$ cat config.mk
export PLATFORM = sky130hd
export DESIGN_NAME = pfx_decoder
export DESIGN_NICKNAME = d
export VERILOG_FILES = /design/src/rtl/pfx_decoder.sv
export SDC_FILE = /design/constraint.sdc
export NUM_CORES = 1
export LEC_CHECK = 0
export BUFFER_PORTS_ARGS = -buffer_cell sky130_fd_sc_hd__buf_4
export CAP_MARGIN = 20
export CORE_UTILIZATION = 40
export DETAILED_ROUTE_END_ITERATION = 8
export GPL_TIMING_DRIVEN = 1
export PLACE_DENSITY = 0.95
export SETUP_SLACK_MARGIN = 0.5
export SLEW_MARGIN = 20
export SYNTH_ARGS = -nofsm -noshare
export SYNTH_HDL_FRONTEND = slang
export SYNTH_SLANG_ARGS = --single-unit
$ cat constraint.sdc
create_clock -name vclk -period 2.5
set_input_delay 0.25 -clock vclk [all_inputs]
set_output_delay 0.25 -clock vclk [all_outputs]
set_load 0.01 [all_outputs]
$ cat src/rtl/pfx_decoder.sv
module pfx_decoder (
  input  logic [63:0] insn_i,
  output logic        is_p48_o,
  output logic        is_p64_o,
  output logic [31:0] base_o,
  output logic [3:0]  fmt_o,
  output logic [6:0]  rd_num_o,
  output logic [6:0]  rs1_num_o,
  output logic [6:0]  rs2_num_o,
  output logic [6:0]  rs3_num_o,
  output logic [3:0]  vec_o,
  output logic [1:0]  elty_o,
  output logic        signed_o,
  output logic [2:0]  pred_o,
  output logic [2:0]  tpred_o,
  output logic [1:0]  svlen_o,
  output logic [11:0] vlctl_o,
  output logic        illegal_o
);
  localparam logic [3:0] F_NONE = 4'd0, F_LD = 4'd1, F_ST = 4'd2, F_R = 4'd3, F_I = 4'd4,
                         F_U = 4'd5, F_FR = 4'd6, F_FI = 4'd7, F_FR4 = 4'd8;

  logic [31:0] b;
  logic [4:0]  opc, f5;
  logic        p48, p64, any_form;
  logic [3:0]  fmt;
  logic        is_ld, is_st, is_r, is_i, is_u, is_fr, is_fi, is_fr4;
  logic        x_rd, x_rs1, x_rs2, x_rs3;
  logic        w_rd, w_rs1, w_rs2, w_rs3;
  logic        v_rd, v_rs1, v_rs2, v_rs3;
  logic        pat_bad, bits_bad, vl_bad;
  logic [6:0]  t7;

  assign b        = {insn_i[47:18], 2'b11};
  assign opc      = b[6:2];
  assign f5       = b[31:27];
  assign p48      = insn_i[5:0] == 6'b011111;
  assign p64      = insn_i[6:0] == 7'b0111111;
  assign any_form = p48 | p64;

  always_comb begin
    case (opc)
      5'b00000, 5'b00001:                   fmt = F_LD;
      5'b01000, 5'b01001:                   fmt = F_ST;
      5'b01100, 5'b01110:                   fmt = F_R;
      5'b00100, 5'b00110, 5'b11001:         fmt = F_I;
      5'b01101, 5'b00101:                   fmt = F_U;
      5'b10000, 5'b10001, 5'b10010, 5'b10011: fmt = F_FR4;
      5'b10100: begin
        case (f5)
          5'b01000, 5'b01011, 5'b11000, 5'b11010, 5'b11100, 5'b11110: fmt = F_FI;
          default: fmt = F_FR;
        endcase
      end
      default: fmt = F_NONE;
    endcase
  end

  assign is_ld  = fmt == F_LD;
  assign is_st  = fmt == F_ST;
  assign is_r   = fmt == F_R;
  assign is_i   = fmt == F_I;
  assign is_u   = fmt == F_U;
  assign is_fr  = fmt == F_FR;
  assign is_fi  = fmt == F_FI;
  assign is_fr4 = fmt == F_FR4;

  assign x_rd  = insn_i[17] & ~is_st & (fmt != F_NONE);
  assign x_rs1 = insn_i[16] & ~is_u & (fmt != F_NONE);
  assign x_rs2 = insn_i[15] & (is_st | is_r | is_fr | is_fr4);
  assign x_rs3 = insn_i[13] & is_fr4;

  assign w_rd  = insn_i[63] & ~is_st & (fmt != F_NONE);
  assign w_rs1 = insn_i[62] & ~is_u & (fmt != F_NONE);
  assign w_rs2 = insn_i[61] & (is_st | is_r | is_fr | is_fr4);
  assign w_rs3 = insn_i[60] & is_fr4;

  always_comb begin
    v_rd = 1'b0; v_rs1 = 1'b0; v_rs2 = 1'b0; v_rs3 = 1'b0;
    case (fmt)
      F_LD, F_I, F_FI: begin
        v_rd  = insn_i[14];
        v_rs1 = insn_i[13];
        v_rs2 = insn_i[14] | insn_i[13];
        v_rs3 = insn_i[14] | insn_i[13];
      end
      F_ST: begin
        v_rs1 = insn_i[13];
        v_rs2 = insn_i[14];
        v_rd  = insn_i[14] | insn_i[13];
        v_rs3 = insn_i[14] | insn_i[13];
      end
      F_R, F_FR: begin
        v_rs1 = insn_i[13];
        v_rs2 = insn_i[14];
        v_rd  = p64 ? insn_i[60] : (insn_i[14] | insn_i[13]);
        v_rs3 = insn_i[14] | insn_i[13];
      end
      F_U: begin
        v_rd = insn_i[14]; v_rs1 = insn_i[14]; v_rs2 = insn_i[14]; v_rs3 = insn_i[14];
      end
      F_FR4: begin
        v_rs2 = insn_i[14];
        v_rs3 = insn_i[12];
        v_rd  = insn_i[14] | insn_i[12];
        v_rs1 = insn_i[14] | insn_i[12];
      end
      default: ;
    endcase
  end

  function automatic logic [6:0] regnum(input logic wide, input logic hi6, input logic hi5,
                                        input logic [4:0] lo, input logic vec);
    if (wide)     return {hi6, hi5, lo};
    else if (vec) return {lo[0], hi5, lo[4:1], 1'b0};
    else          return {1'b0, hi5, lo};
  endfunction

  assign rd_num_o  = regnum(p64, w_rd,  x_rd,  b[11:7],  v_rd);
  assign rs1_num_o = regnum(p64, w_rs1, x_rs1, b[19:15], v_rs1);
  assign rs2_num_o = regnum(p64, w_rs2, x_rs2, b[24:20], v_rs2);
  assign rs3_num_o = regnum(p64, w_rs3, x_rs3, b[31:27], v_rs3);
  assign vec_o     = {v_rd, v_rs1, v_rs2, v_rs3};

  assign t7 = {is_st ? insn_i[17] : insn_i[15], insn_i[12:7]};

  always_comb begin
    elty_o = 2'b00; pred_o = 3'b000; tpred_o = 3'b000; svlen_o = 2'b00; pat_bad = 1'b0;
    case (fmt)
      F_FR, F_FR4: begin
        pred_o  = insn_i[11:9];
        svlen_o = insn_i[8:7];
        pat_bad = insn_i[11:9] == 3'b001;
      end
      F_R, F_U: begin
        elty_o  = insn_i[12:11];
        pred_o  = {1'b0, insn_i[10:9]};
        svlen_o = insn_i[8:7];
        pat_bad = insn_i[10:9] == 2'b01;
      end
      F_LD, F_ST, F_I, F_FI: begin
        elty_o  = t7[5:4];
        tpred_o = {t7[6], t7[3:2]};
        svlen_o = t7[1:0];
      end
      default: ;
    endcase
  end

  always_comb begin
    case (opc)
      5'b01100, 5'b00100: signed_o = 1'b0;
      5'b01110, 5'b00110: signed_o = 1'b1;
      5'b10100:           signed_o = (f5 == 5'b11000 || f5 == 5'b11010) ? ~b[20] : 1'b0;
      default:            signed_o = 1'b0;
    endcase
  end

  assign bits_bad = (p48 & insn_i[6])
                  | (p48 & is_u & (insn_i[16] | insn_i[15] | insn_i[13]))
                  | (p48 & is_fr & insn_i[12])
                  | (p64 & is_st & insn_i[63])
                  | (p64 & is_u & insn_i[62])
                  | (p64 & (is_ld | is_i | is_u | is_fi) & insn_i[61])
                  | (p64 & (is_ld | is_st | is_i | is_u | is_fi) & insn_i[60]);

  assign vlctl_o = p64 ? insn_i[59:48] : 12'h000;
  assign vl_bad  = p64 & ~insn_i[59] & insn_i[48] & (insn_i[53:49] == 5'd0);

  assign is_p48_o  = p48;
  assign is_p64_o  = p64;
  assign base_o    = b;
  assign fmt_o     = fmt;
  assign illegal_o = ~any_form | (fmt == F_NONE) | pat_bad | bits_bad | vl_bad;
endmodule


==> results of run 1 <==
[layout by cell type, fill, tap and decap left out, types with 3 or more instances in the layout]
cell type	count
buf_4	109
and3_1	14
nor2_1	11
nand2_1	9
a21oi_1	9
nor2b_1	8
o21ai_0	8
nor3_1	7
and2_1	6
a21boi_0	4
inv_1	3
a31oi_1	3
nand2b_1	3
or3_1	3
o21a_1	3
buf_8	3
[synthesized netlist by cell type (all sizes together), types with 4 or more instances]
| master | n |
|---|---|
| buf | 65 |
| and3 | 14 |
| nor2b | 12 |
| nor2 | 11 |
| o21ai | 10 |
| a21oi | 9 |
| nand2 | 9 |
| nor3 | 8 |
| and2 | 6 |
| a21boi | 5 |
| clkbuf | 4 |
| or3 | 4 |
[worst max-delay path, cell delays in order]
cell and delay, ns:
buf_4 0.14, and4bb_2 0.27, a22oi_2 0.26, o211a_1 0.25, a2bb2o_4 0.23, a31o_1 0.16
buf_4 0.14
[power groups by stage]
| stage | combinational (µW) | clock [µW] | sequential (µW) |
|---|---|---|---|
| global route | 375 | 0 | 0 |
| finish | 349 | 0 | 0 |
| floorplan | 237 | 0 | 0 |
| CTS | 332 | 0 | 0 |
| detailed placement | 321 | 0 | 0 |
| global placement | 316 | 0 | 0 |
[logic make-up after synthesis]
| group | count (synthesis) |
|---|---|
| other | 1 |
| AND/OR/NAND/NOR | 82 |
| AO/OA/AOI/OAI | 63 |
| buffers and inverters | 72 |
| multiplexers | 1 |
[how the worst max path moves through the flow]
| stage | from | endpoint |
|---|---|---|
| after CTS | insn_i[21] | rs3_num_o[6] |
| after detailed placement | insn_i[20] | rs3_num_o[6] |
| final | insn_i[43] | rd_num_o[6] |
| after floorplan | insn_i[3] | vec_o[3] |
| after global placement | insn_i[20] | rs3_num_o[6] |
| after global routing | insn_i[20] | rs3_num_o[0] |
[layer usage]
layer,share of wire,up-vias
met5,0,-
met4,0.011,0
met3,0.086,10
met2,0.55,114
met1,0.36,845
li1,-,838
[through the flow]
step	hold WS (ns)	area, µm²
final	0.500	2060
after global routing	0.500	2060
after CTS	0.500	1980
after detailed placement	0.500	1920
after global placement	0.500	1920
after floorplan	0.562	1500
[area by class of cell]
class	count	area, µm²
fillers	323	1410
inverters	3	11.3
multi-input cells	148	1100
well taps	46	57.6
repair buffers	114	895
[what timing repair did]
item	in CTS	in global routing
hold buffers	0	0
endpoints found under the setup margin	13	10
hold endpoints to repair	0	0
buffers inserted	0	0
pin swaps	2	6
resized for setup	12	18
gates cloned	0	0
==> out/results.ini, run 1 <==
[status]
outcome=completed

[placed_design]
place_congestion=0.908
pre_cts_ws_ns=0.327
dp_hpwl_um=4030
dpl.cell_count=311
numPortBuffers=110

[synth]
synthSimpleGateAreaFrac=0.328
synth_top_cell_by_area=buf_4
syn-instance-count=219
avgSynthCellArea_um2=6.83
ys_seq_area_frac=0
synth_mux_area_frac=0.00669
yosysWarningCount=0
synth_top_family_by_area=buffers and inverters
synth_area_leaders=buf_4 28%, and3_1 5.9%, nor2b_1 5.0%, a21oi_1 3.0%, o21ai_0 3.0%
synth_top_area_share=0.281
synth_compound_area_frac=0.326
synthAdderAreaFrac=0
yosysUniqueCellTypes=58
netlist_area_um2=1500
synth_xor_xnor_area_share=0

[routing]
num_vias=1807
dr.first_iter.drc_count=57
viasPerCell=5.81
final_antenna_net_count=0
drc=0
routed_wirelength_um=5010
dr.pass1.iters=4
wl_per_cell_um=16.1

[pwr]
p_clk_frac=0
pwr_density_cell_nw_per_um2=169
ir_drop_v=0.0000697
finalPower_uw=349
p_sw_uw=167
internal-power_uw=182
switching_share=0.477
comb_power_share=1.000
p_seq_frac=0
p_leak_uw=0.00105

[finish]
clkbuf_count=0
seq_cells=0
finalCoreUtilization=0.595
antenna_cells=0
seq_area_um2=0
nets=331
drive_above_1_share=0.509
final_cells=311
syn_to_final_growth_pct=37.9

[die]
dieArea_um2=3990
core_um2=3470
rows=21
die_h_um=63.2
num_io_pins=158
start_util=0.431
die_x_um=63.2

[worst_hold_path]
min_path_cells=0
min_to=base_o[12]
min_path_type=in -> out
min_from=insn_i[28]

[grt]
track_usage=0.223
grt_busiest_layer=met2
grt_pass1_wl_um=7420
grt_pass1_vias=1620
antenna_found_initial=0
use_met3=0.0236
grt_use_met2=0.441
grt_start_max_net_pins=23
grt_overflow=0
met1_usage=0.248

[timing]
fmax_mhz=514
layout_setup_ws_ns=0.555
final_max_slew_viol_count=0
finalHoldViolations=0
worstMarginPinSlew_ns=0.513
tns_ns=0
fin_crit_ns=1.95
finalSetupViolCount=0
finalCritPeriodShare=0.778
grt_setup_unrepaired=true
slew_headroom=0.654

[setup_path]
crit_path_end_kind=output port
critical_path_class=in -> out
cp.arrival_ns=1.70
cp_max_fo=6
start_kind=primary input
required_ns=2.25

[flow_run]
drv_cap=0

Power figures use the tool's default switching activity.
==> run 2: changes to the inputs <==
--- a/config.mk
+++ b/config.mk
@@ -5,12 +5,13 @@
 export SDC_FILE = /design/constraint.sdc
 export NUM_CORES = 1
 export LEC_CHECK = 0
+export ABC_AREA = 1
 export BUFFER_PORTS_ARGS = -buffer_cell sky130_fd_sc_hd__buf_4
 export CAP_MARGIN = 20
-export CORE_UTILIZATION = 40
+export CORE_UTILIZATION = 35
 export DETAILED_ROUTE_END_ITERATION = 8
 export GPL_TIMING_DRIVEN = 1
-export PLACE_DENSITY = 0.95
+export PLACE_DENSITY = 0.94
 export SETUP_SLACK_MARGIN = 0.5
 export SLEW_MARGIN = 20
 export SYNTH_ARGS = -nofsm -noshare
==> constraint.sdc (replaced) <==
create_clock -name vclk -period 1.81
set_input_delay 0.181 -clock vclk [all_inputs]
set_output_delay 0.181 -clock vclk [all_outputs]
set_load 0.01 [all_outputs]
==> run 2 against run 1 <==
Worst setup slack got worse by 0.46 ns. Global-route usage rose by 2.9 points. Combinational power rose by 77%. Critical endpoint unchanged. Final cell count rose by 21%. Total power rose by 76%.
==> out/results.ini, run 2 <==
[finish]
antenna_cells=0  ; unchanged
drive_above_1_share=0.687  ; was 0.509
seq_cells=0  ; unchanged
nets=395  ; was 331
seq_area_um2=0  ; unchanged
clkbuf_count=0  ; unchanged
syn_to_final_growth_pct=86.9  ; was 37.9%
final_common_cell=buf_4  ; unchanged
final_cell_mix=124 x buf_4, 32 x inv_1, 31 x nand2_1, 17 x nor2_4, 17 x nor2_2  ; was 109 x buf_4, 14 x and3_1, 11 x nor2_1, 9 x nand2_1, 9 x a21oi_1
final.fill_count=278  ; was 323
final_cells=375  ; was 311
stdcell_area_um2=2450  ; was 2060 µm²
multi_input_area_um2=1050  ; was 1100 µm²

[routing]
num_vias=1922  ; was 1807
viasPerCell=5.13  ; was 5.81
dr.pass1.iters=4  ; unchanged
wl_per_cell_um=16.3  ; was 16.1 µm
final_antenna_net_count=0  ; unchanged
drc=0  ; unchanged
routed_wirelength_um=6100  ; was 5010 µm
dr.first_iter.drc_count=72  ; was 57

[synth]
yosysUniqueCellTypes=30  ; was 58
synthAdderAreaFrac=0  ; unchanged
post-synth-top-count-cell=buf_4  ; unchanged
synth_top_area_share=0.321  ; was 0.281
synth_mux_area_frac=0  ; was 0.00669
synthSimpleGateAreaFrac=0.443  ; was 0.328
synth_common_cells=56 x buf_4, 48 x nand2_1, 44 x inv_1  ; was 56 x buf_4, 14 x and3_1, 12 x nor2b_1
avgSynthCellArea_um2=5.30  ; was 6.83 µm²
synth_top_family_by_area=buffers and inverters  ; unchanged
synth_compound_area_frac=0.0974  ; was 0.326
synth_top_cell_by_area=buf_4  ; unchanged
yosysWarningCount=0  ; unchanged
syn-instance-count=247  ; was 219
synth_xor_xnor_area_share=0  ; unchanged
synth_area_leaders=buf_4 32%, nand2_1 14%, inv_1 13%, nor2_1 11%, nand3_1 5.7%  ; was buf_4 28%, and3_1 5.9%, nor2b_1 5.0%, a21oi_1 3.0%, o21ai_0 3.0%
netlist_area_um2=1310  ; was 1500 µm²
ys_seq_area_frac=0  ; unchanged

[pwr]
comb_power_share=1.000  ; about the same
p_clk_frac=0  ; about the same
switching_share=0.510  ; was 0.477
ir_drop_v=0.000156  ; was 0.0000697 V
finalPower_uw=616  ; was 349 µW
p_sw_uw=314  ; was 167 µW
internal-power_uw=302  ; was 182 µW
p_seq_frac=0  ; about the same
p_leak_uw=0.00139  ; was 0.00105 µW
pwr_density_cell_nw_per_um2=251  ; was 169 nW/µm²

[die]
num_io_pins=158  ; unchanged
dieArea_um2=3990  ; about the same
rows=21  ; unchanged
start_util=0.378  ; was 0.431
die_h_um=63.2  ; about the same
die_x_um=63.2  ; about the same
core_um2=3470  ; unchanged

[timing]
layout_setup_ws_ns=0.0902  ; was 0.555 ns
fin_crit_ns=1.72
finalSetupViolCount=0  ; unchanged
fmax_mhz=581
tns_ns=0  ; unchanged
grt_setup_unrepaired=true  ; unchanged
finalHoldViolations=0  ; unchanged
final_max_slew_viol_count=0  ; unchanged
finalCritPeriodShare=0.950

[placed_design]
pre_cts_ws_ns=0.0785  ; was 0.327 ns
dpl.cell_count=349  ; was 311
post_dp_cell_area_um2=1810  ; was 1920 µm²
numPortBuffers=110  ; unchanged
dp_hpwl_um=3650  ; was 4030 µm
place_congestion=0.909  ; was 0.908

[setup_path]
cp_max_fo=5  ; was 6
critical_path_class=in -> out  ; unchanged
cp.arrival_ns=1.54  ; was 1.70 ns
required_ns=1.63  ; was 2.25 ns
start_kind=primary input  ; unchanged
crit_path_end_kind=output port  ; unchanged

[grt]
grt_start_max_net_pins=10  ; was 23
grt_pass1_vias=1802  ; was 1620
grt_overflow=0  ; unchanged
antenna_found_initial=0  ; unchanged
track_usage=0.252  ; was 0.223
grt_pass1_wl_um=8230  ; was 7420 µm

[worst_hold_path]
min_path_type=in -> out  ; unchanged

[flow_run]
drv_cap=0  ; unchanged

[cts]
postCtsHoldBufs=0  ; unchanged

[status]
outcome=completed  ; unchanged

run 2: cell types whose count changed in the layout (fill, tap and decap cells not counted), moves of 14 or more:
| cell | before | now |
|---|---|---|
| nor2_2 | 0 | 17 |
| buf_4 | 109 | 124 |
| inv_1 | 3 | 32 |
| nand2_2 | 0 | 14 |
| and3_1 | 14 | 0 |
| nand2_1 | 9 | 31 |
| nor2_4 | 0 | 17 |
run 2: cell families after synthesis:
kind of cell | Yosys count
AND/OR/NAND/NOR | 123
buffers and inverters | 103
AO/OA/AOI/OAI | 20
other | 1
run 2: power groups by stage:
stage / Combinational, µW / Clock [µW] / Sequential (µW)
3_3_place_gp: 419 / 0 / 0
6_report: 616 / 0 / 0
3_5_place_dp: 425 / 0 / 0
5_1_grt: 651 / 0 / 0
4_1_cts: 506 / 0 / 0
2_1_floorplan: 300 / 0 / 0
run 2: routing by layer:
metal | routed length (µm) | global-route usage | up-vias
li1 | - | - | 876
met1 | 2050 | 0.269 | 872
met2 | 3170 | 0.464 | 138
met3 | 552 | 0.0598 | 36
met4 | 329 | 0.111 | 0
met5 | 0 | 0 | -
run 2: path summary, 6_finish.rpt:
kind / startpoint / endpoint / slack (ns) / cells after the start
min: insn_i[39] / base_o[23] / 0.36 / 0
max: insn_i[19] / rd_num_o[6] / 0.09 / 12
run 2: area by class of cell:
cell class,count,share of cell area
repair buffers,139,0.463
inverters,45,0.0833
multi-input cells,145,0.430
well taps,46,0.0235
run 2: critical path, stage by stage:
cell and delay (ns):
buf_12 0.12, nor2_4 0.15, nor2b_4 0.25, nor2_4 0.06, nand2_4 0.10, nand4_4 0.15, nand2_1 0.10, nand2_1 0.07
nand3_2 0.12, nand3_2 0.08, nand2_2 0.06, buf_6 0.10
run 2: repair_timing:
item | CTS | global route
setup endpoints to repair | 39 | 39
setup buffers | 14 | 12
gates resized for setup | 68 | 65
pin swaps | 28 | 39
run 2: stage by stage:
stage	util	hold WS, ns
2_1_floorplan	-	0.425
5_1_grt	0.706	0.362
3_5_place_dp	0.521	0.362
3_3_place_gp	0.521	0.362
6_report	0.706	0.362
4_1_cts	0.617	0.362
